`src/rtl/evt_cmp_pkg.sv`:
```
// Shared types for the event timer compare channel.
// Assumes the control field occupies the low CFG_FIELD_W bits of a write.
package evt_cmp_pkg;

    localparam int CFG_FIELD_W = 4;

    typedef enum logic [1:0] {
        SEL_CFG    = 2'd0,
        SEL_CMP_LO = 2'd1,
        SEL_CMP_HI = 2'd2,
        SEL_NONE   = 2'd3
    } wsel_e;

    // Packed order: bit 3 narrow, bit 2 set-value, bit 1 periodic, bit 0 enable
    typedef struct packed {
        logic narrow;
        logic setv;
        logic periodic;
        logic en;
    } chan_cfg_t;

endpackage

```
`src/rtl/evt_cfg_reg.sv`:
```
// Control field of one compare channel.
// Holds enable, periodic, set-value and narrow bits, and flags the edges of
// enable and narrow in the cycle of a control write.
// Assumes cfg_we and cmp_we are never high together.
module evt_cfg_reg
    import evt_cmp_pkg::*;
(
    input  logic      clk,
    input  logic      rst_n,
    input  logic      cfg_we,
    input  logic      cmp_we,
    input  chan_cfg_t wcfg,
    output chan_cfg_t cfg,
    output logic      os_narrow_next,
    output logic      en_rise,
    output logic      en_fall,
    output logic      narrow_set
);

    // Control register: full load on a control write, set-value drop on a compare write
    always_ff @(posedge clk) begin
        if (!rst_n) begin
            cfg <= '0;
        end else if (cfg_we) begin
            cfg <= wcfg;
        end else if (cmp_we) begin
            cfg.setv <= 1'b0;
        end
    end

    // Edge flags and the narrow one-shot mode that will apply after this cycle
    always_comb begin
        en_rise        = cfg_we && wcfg.en && !cfg.en;
        en_fall        = cfg_we && !wcfg.en && cfg.en;
        narrow_set     = cfg_we && wcfg.narrow;
        os_narrow_next = cfg_we ? (wcfg.narrow && !wcfg.periodic)
                                : (cfg.narrow && !cfg.periodic);
    end


    setv_clear_chk: assert property (@(posedge clk) disable iff (!rst_n)
        cmp_we |=> !cfg.setv);


    cfg_reset_chk: assert property (@(posedge clk)
        !rst_n |=> cfg == '0);

endmodule

```
`src/rtl/evt_cmp_store.sv`:
```
// Compare and hidden period registers of one channel.
// Handles half-word loads, narrow truncation, and the periodic advance.
// The advance adds one period per cycle while the count is not ahead.
// Assumes CNT_W == 2 * WR_W.
module evt_cmp_store #(
    parameter int CNT_W = 64,
    parameter int WR_W  = 32
) (
    input  logic             clk,
    input  logic             rst_n,
    input  logic             periodic,
    input  logic             setv,
    input  logic             narrow,
    input  logic             lo_we,
    input  logic             hi_we,
    input  logic [WR_W-1:0]  wdata,
    input  logic             narrow_set,
    input  logic             armed,
    input  logic [CNT_W-1:0] count,
    output logic [CNT_W-1:0] cmp_q,
    output logic             period_nz
);

    localparam int HI_W = CNT_W - WR_W;

    logic [CNT_W-1:0] period_q;
    logic [WR_W-1:0]  wdata_clamp;
    logic [CNT_W-1:0] diff_wide;
    logic [WR_W-1:0]  diff_narrow;
    logic [CNT_W-1:0] sum_wide;
    logic [CNT_W-1:0] sum_next;
    logic             load_cmp;
    logic             not_ahead;
    logic             adv;

    // Wrapped distance, reload sum and the advance decision
    always_comb begin
        wdata_clamp = {1'b0, wdata[WR_W-2:0]};
        load_cmp    = !periodic || setv;
        diff_wide   = count - cmp_q;
        diff_narrow = count[WR_W-1:0] - cmp_q[WR_W-1:0];
        not_ahead   = narrow ? !diff_narrow[WR_W-1] : !diff_wide[CNT_W-1];
        period_nz   = |period_q;
        sum_wide    = cmp_q + period_q;
        sum_next    = narrow ? {{HI_W{1'b0}}, sum_wide[WR_W-1:0]} : sum_wide;
        adv         = armed && periodic && period_nz && not_ahead
                      && !lo_we && !hi_we && !narrow_set;
    end

    // Register update: truncation, then half writes, then periodic advance
    always_ff @(posedge clk) begin
        if (!rst_n) begin
            cmp_q    <= '1;
            period_q <= '0;
        end else if (narrow_set) begin
            cmp_q[CNT_W-1:WR_W]    <= '0;
            period_q[CNT_W-1:WR_W] <= '0;
        end else if (lo_we) begin
            if (load_cmp) begin
                cmp_q[WR_W-1:0] <= wdata;
            end
            if (periodic) begin
                period_q[WR_W-1:0] <= narrow ? wdata_clamp : wdata;
            end
        end else if (hi_we && !narrow) begin
            if (load_cmp) begin
                cmp_q[CNT_W-1:WR_W] <= wdata;
            end
            if (periodic) begin
                period_q[CNT_W-1:WR_W] <= wdata_clamp;
            end
        end else if (adv) begin
            cmp_q <= sum_next;
        end
    end


    period_msb_chk: assert property (@(posedge clk) disable iff (!rst_n)
        !period_q[CNT_W-1]);


    narrow_upper_chk: assert property (@(posedge clk) disable iff (!rst_n)
        narrow |-> (cmp_q[CNT_W-1:WR_W] == '0 && period_q[CNT_W-1:WR_W] == '0));


    zero_period_chk: assert property (@(posedge clk) disable iff (!rst_n)
        (periodic && !period_nz && !lo_we && !hi_we && !narrow_set) |=> $stable(cmp_q));


    periodic_move_chk: assert property (@(posedge clk) disable iff (!rst_n)
        (armed && periodic && period_nz && !narrow && !lo_we && !hi_we
         && !narrow_set && count == cmp_q) |=> cmp_q != $past(cmp_q));


    store_reset_chk: assert property (@(posedge clk)
        !rst_n |=> (cmp_q == '1 && period_q == '0));

endmodule

```
`src/rtl/evt_fire_logic.sv`:
```
// Arming state, match detection, rollover detection and the fire strobe.
// Assumes the count input is registered upstream, so fire may depend on it
// combinationally.
module evt_fire_logic #(
    parameter int CNT_W = 64,
    parameter int WR_W  = 32
) (
    input  logic             clk,
    input  logic             rst_n,
    input  logic             en,
    input  logic             periodic,
    input  logic             narrow,
    input  logic             os_narrow_next,
    input  logic             en_rise,
    input  logic             en_fall,
    input  logic             cmp_we,
    input  logic             glb_en,
    input  logic             period_nz,
    input  logic [CNT_W-1:0] count,
    input  logic [CNT_W-1:0] cmp_q,
    output logic             armed,
    output logic             fire
);

    logic            wrap_pend;
    logic            prev_ok;
    logic            glb_q;
    logic [WR_W-1:0] prev_low;
    logic            match;
    logic            wrap_hit;
    logic            glb_rise;
    logic            arm_req;
    logic            single;

    // Match, rollover and arming requests
    always_comb begin
        match    = narrow ? (count[WR_W-1:0] == cmp_q[WR_W-1:0]) : (count == cmp_q);
        wrap_hit = wrap_pend && narrow && !periodic && prev_ok
                   && (&prev_low) && (count[WR_W-1:0] == '0);
        fire     = armed && glb_en && (match || wrap_hit);
        glb_rise = glb_en && !glb_q;
        arm_req  = glb_en && (en_rise || (glb_rise && en) || (cmp_we && en));
        single   = !periodic || !period_nz;
    end

    // Arming state and history of the count and global enable
    always_ff @(posedge clk) begin
        if (!rst_n) begin
            armed     <= 1'b0;
            wrap_pend <= 1'b0;
            prev_ok   <= 1'b0;
            prev_low  <= '0;
            glb_q     <= 1'b0;
        end else begin
            prev_ok  <= 1'b1;
            prev_low <= count[WR_W-1:0];
            glb_q    <= glb_en;
            if (en_fall || !glb_en) begin
                armed     <= 1'b0;
                wrap_pend <= 1'b0;
            end else if (arm_req) begin
                armed     <= 1'b1;
                wrap_pend <= os_narrow_next;
            end else if (fire) begin
                if (match && single) begin
                    armed     <= 1'b0;
                    wrap_pend <= 1'b0;
                end else if (!match) begin
                    wrap_pend <= 1'b0;
                end
            end
        end
    end


    arm_gate_chk: assert property (@(posedge clk) disable iff (!rst_n)
        $rose(armed) |-> $past(glb_en));


    disarm_chk: assert property (@(posedge clk) disable iff (!rst_n)
        en_fall |=> !armed);


    oneshot_once_chk: assert property (@(posedge clk) disable iff (!rst_n)
        (fire && match && single && !arm_req) |=> !armed);


    wrap_once_chk: assert property (@(posedge clk) disable iff (!rst_n)
        (fire && !match && !arm_req) |=> (!wrap_pend && armed));


    fire_reset_chk: assert property (@(posedge clk)
        !rst_n |=> (!armed && !wrap_pend));

endmodule

```
`src/rtl/evt_cmp_channel.sv`:
```
// Top of one event timer compare channel.
// Decodes the write port and joins the control register, the compare/period
// store and the fire logic.
// Assumes count advances elsewhere and that WR_W is half of CNT_W.
module evt_cmp_channel
    import evt_cmp_pkg::*;
#(
    parameter int CNT_W = 64,
    parameter int WR_W  = CNT_W / 2
) (
    input  logic             clk,
    input  logic             rst_n,
    input  logic             wr_en,
    input  logic [1:0]       wr_sel,
    input  logic [WR_W-1:0]  wr_data,
    input  logic [CNT_W-1:0] count,
    input  logic             glb_en,
    output logic             fire,
    output logic [CNT_W-1:0] cmp_value
);

    wsel_e     sel;
    chan_cfg_t wcfg;
    chan_cfg_t cfg;
    logic      cfg_we;
    logic      lo_we;
    logic      hi_we;
    logic      cmp_we;
    logic      os_narrow_next;
    logic      en_rise;
    logic      en_fall;
    logic      narrow_set;
    logic      armed;
    logic      period_nz;

    // Write port decode
    always_comb begin
        sel    = wsel_e'(wr_sel);
        wcfg   = chan_cfg_t'(wr_data[CFG_FIELD_W-1:0]);
        cfg_we = wr_en && (sel == SEL_CFG);
        lo_we  = wr_en && (sel == SEL_CMP_LO);
        hi_we  = wr_en && (sel == SEL_CMP_HI);
        cmp_we = lo_we || hi_we;
    end

    evt_cfg_reg u_cfg (
        .clk            (clk),
        .rst_n          (rst_n),
        .cfg_we         (cfg_we),
        .cmp_we         (cmp_we),
        .wcfg           (wcfg),
        .cfg            (cfg),
        .os_narrow_next (os_narrow_next),
        .en_rise        (en_rise),
        .en_fall        (en_fall),
        .narrow_set     (narrow_set)
    );

    evt_cmp_store #(.CNT_W(CNT_W), .WR_W(WR_W)) u_store (
        .clk        (clk),
        .rst_n      (rst_n),
        .periodic   (cfg.periodic),
        .setv       (cfg.setv),
        .narrow     (cfg.narrow),
        .lo_we      (lo_we),
        .hi_we      (hi_we),
        .wdata      (wr_data),
        .narrow_set (narrow_set),
        .armed      (armed),
        .count      (count),
        .cmp_q      (cmp_value),
        .period_nz  (period_nz)
    );

    evt_fire_logic #(.CNT_W(CNT_W), .WR_W(WR_W)) u_fire (
        .clk            (clk),
        .rst_n          (rst_n),
        .en             (cfg.en),
        .periodic       (cfg.periodic),
        .narrow         (cfg.narrow),
        .os_narrow_next (os_narrow_next),
        .en_rise        (en_rise),
        .en_fall        (en_fall),
        .cmp_we         (cmp_we),
        .glb_en         (glb_en),
        .period_nz      (period_nz),
        .count          (count),
        .cmp_q          (cmp_value),
        .armed          (armed),
        .fire           (fire)
    );

endmodule

```
`config.mk`:
```
export PLATFORM = sky130hd
export DESIGN_NAME = evt_cmp_channel
export DESIGN_NICKNAME = d
export VERILOG_FILES = /design/src/rtl/evt_cmp_pkg.sv /design/src/rtl/evt_cfg_reg.sv /design/src/rtl/evt_cmp_store.sv /design/src/rtl/evt_fire_logic.sv /design/src/rtl/evt_cmp_channel.sv
export SDC_FILE = /design/constraint.sdc
export NUM_CORES = 1
export LEC_CHECK = 0
export ABC_CLOCK_PERIOD_IN_PS = 4800
export BUFFER_PORTS_ARGS = -buffer_cell sky130_fd_sc_hd__buf_2
export CORE_ASPECT_RATIO = 0.6
export CORE_MARGIN = 4
export CORE_UTILIZATION = 61
export CTS_CLUSTER_DIAMETER = 30
export DETAILED_ROUTE_END_ITERATION = 8
export PLACE_DENSITY = 0.95
export SKIP_CTS_REPAIR_TIMING = 1
export SYNTH_ARGS = -nofsm -noshare
export SYNTH_HDL_FRONTEND = slang
export SYNTH_SLANG_ARGS = --single-unit
```
`constraint.sdc`:
```
create_clock -name clk -period 4.8 [get_ports clk]
set_input_delay 0.24 -clock clk [delete_from_list [all_inputs] [get_ports clk]]
set_output_delay 0.24 -clock clk [all_outputs]
set_load 0.1 [all_outputs]
```
==> metrics <==
Final Max Tran Viols 0; clk slew on worst S/H paths 0.07 ns; Synth Net Count 1,841; post-route minimum period 4.58 ns; final period utilization 95.3%; fmax 219 MHz; Max rail drop VDD 0.308 mV; Min-Delay Endpoint u_fire.prev_low[15]; Syn Area/Cell 7.46 um^2; met2 wire len 17.6 mm; Top FF cell, synth dfxtp_1; DRT met1 WL 18.4 mm; Worst Path Arrival 4.92 ns; slowest stage cell, crit path nor4_1; CP max FO 16; antenna violations before repair 0; Max Buffers Root-to-Sink 2; Area growth, synth to finish 13.1%; CP delay by family, top simple AND/OR/NAND/NOR gates; routed length per instance 23.0 um; post-layout util 70.9%; Avg Vias per Cell 6.80; slowest cell delay on critical path 0.76 ns; mapped cell area 0.0120 mm^2; WL final 46.1 mm; final hold viol count 0; post-DP HPWL 35.0 mm; max layer used met4; pwr dens 285 mW/mm^2; H-tree Lvls 4; DRT antenna net count 0; # port buffers 166; CTS tree built; starting density of the core 62.7%; Ports 167; FF-to-FF setup slack 0.22 ns; Worst R2R End u_store.cmp_q[57]; Final #Nets 1,958; Synth area leaders dfxtp_1 28%, ha_1 13%, nand2_1 9.3%; normalized max-slew margin 21.8%; total via count in the routed design 13,647; Fin Clk Skew 0.0132 ns; synth cell count leaders 299 x nand2_1, 191 x a21oi_1, 167 x dfxtp_1; failing checks DRC; n_diodes 0; GRT Total Usage 40.5%; root buf cell clkbuf_16; Yosys Warn Count 0; routed wl met3 8.73 mm; synthesized flop and latch total 167; share of layout cells above drive strength 1 13.3%; share of the synthesized area in the top cell type 27.8%; CP startpoint kind register; Cell variety after synth 73; Sink Count 167; CP Capture Type register; first-pass GRT wire length 69.7 mm; Post-synth EDFFs 0; final setup violation count 0; Hold WC Path Type input port to register; chip width 189 um; Inserted Clock Buffers 17; RSZ-0062 raised after global routing no; Leak Pwr 6.48 nW; Core ar. 0.0192 mm^2; critical-path cell list inv_1, ha_1, nand4_1, nor4_1, and3_1, o21ai_1, nand4_1, or4b_1, or4_1, nand2_1, nor2_1, buf_4, a221oi_1; r2r worst-path depth 13; routability cong. 1.04; # DRC 5; vias in the first global route 12,280; status complete, but fails checks; largest net degree at the start of global routing 53; critical path class register to register; sequential share of the synthesized area 27.8%; Worst-Skew Late Latency 0.45 ns; Hold Path Origin count[15]; die area 0.0221 mm^2; count leader, synth nand2_1; TNS Setup 0 ns; Worst Path Required 5.15 ns; Crit path top cell by count nand4_1; Crit Reg-Reg Startpoint u_store.cmp_q[29]; Synth area leader dfxtp_1; Cell Rows 39; post-synthesis async set-or-reset flop share 0%; hold path depth 2; initial drt markers 2,322; Worst Path Buf+Inv 2; Slew @ Worst Pin 1.17 ns; synthesized instance count 1,612; GRT Residual Overflow 0; drt pass-1 iters 9; Die Height 117 um; max-cap violations 0
==> layout by cell type, fill, tap and decap left out, drive strengths merged, types with 13 or more instances in the layout <==
cell type and instances:
nor2 67, xnor2 29, clkbuf 21, and3 14, a21oi 191, o21ai 86
nor3 22, nor4 31, buf 185, and2 43, a31oi 19, dfxtp 167
o211ai 39, nand3 33, o21bai 13, nand4 42, xor2 19, inv 90
ha 126, nand2 299, a21o 33
==> through the flow <==
step | hold WS [ns] | std cells | total power [W] | instance area, um^2 | worst slack [ns]
after floorplan | 0.268 | 1612 | 0.00215 | 12000 | 0.602
after global placement | 0.464 | 1976 | 0.00240 | 13000 | 0.529
after detailed placement | 0.470 | 1976 | 0.00243 | 13000 | 0.450
after CTS | 0.0264 | 2008 | 0.00382 | 13600 | 0.430
after global routing | 0.0408 | 2008 | 0.00398 | 13600 | 0.143
final | 0.0352 | 2008 | 0.00387 | 13600 | 0.225
==> per-layer routing <==
metal	up-vias	global-route usage (%)
met2	1208	56.1
met4	0	11.4
li1	6056	-
met3	149	18.7
met1	6234	56.4
met5	-	0
==> registers in the layout (all words and copies together), names as in the netlist <==
register,flops
u_store.period_q,63
u_fire.armed,1
u_store.cmp_q,64
u_fire.glb_q,1
u_fire.wrap_pend,1
u_fire.prev_ok,1
u_cfg.cfg,4
u_fire.prev_low,32
==> power by group <==
| part | internal (W) | switching (W) | leakage (nW) | total, W |
|---|---|---|---|---|
| Sequential | 0.00143 | 0.0000364 | 1.36 | 0.00146 |
| Combinational | 0.000291 | 0.000696 | 4.83 | 0.000987 |
| Clock | 0.000807 | 0.000611 | 0.289 | 0.00142 |
==> cell type report <==
cell class                      instances  area (um^2)
Fill cell                            1544         5590
Inverter                               89          334
Clock inverter                         11          121
Tap cell                              266          333
Multi-Input combinational cell       1269         8020
Clock buffer                           21          470
Timing Repair Buffer                  185          973
Sequential cell                       167         3340
==> cell families (layout without fill, tap and decap cells) <==
family	count (synthesis)	count (layout)	share of synthesized area (%)
DFF	167	167	27.8
AOI/OAI and AO/OA	492	492	25.7
and+or+nand+nor	596	596	23.6
muxes	6	6	0.500
adders and majority gates	127	127	13.3
buffers and inverters	176	306	5.70
xor gates and xnor gates	48	48	3.50
==> worst max path at each step <==
stage | from | endpoint | slack [ns] | cells past startpoint
2_1_floorplan | u_store.cmp_q[57] | u_fire.wrap_pend | 0.60 | 12
3_3_place_gp | u_store.cmp_q[29] | u_store.cmp_q[25] | 0.53 | 13
3_5_place_dp | u_store.cmp_q[29] | u_store.cmp_q[25] | 0.45 | 13
4_1_cts | u_store.cmp_q[29] | u_store.cmp_q[25] | 0.43 | 13
5_1_grt | u_store.cmp_q[29] | u_store.cmp_q[23] | 0.14 | 13
6_report | u_store.cmp_q[29] | u_store.cmp_q[57] | 0.22 | 13
Note: power is estimated with default switching activity, not from simulation.
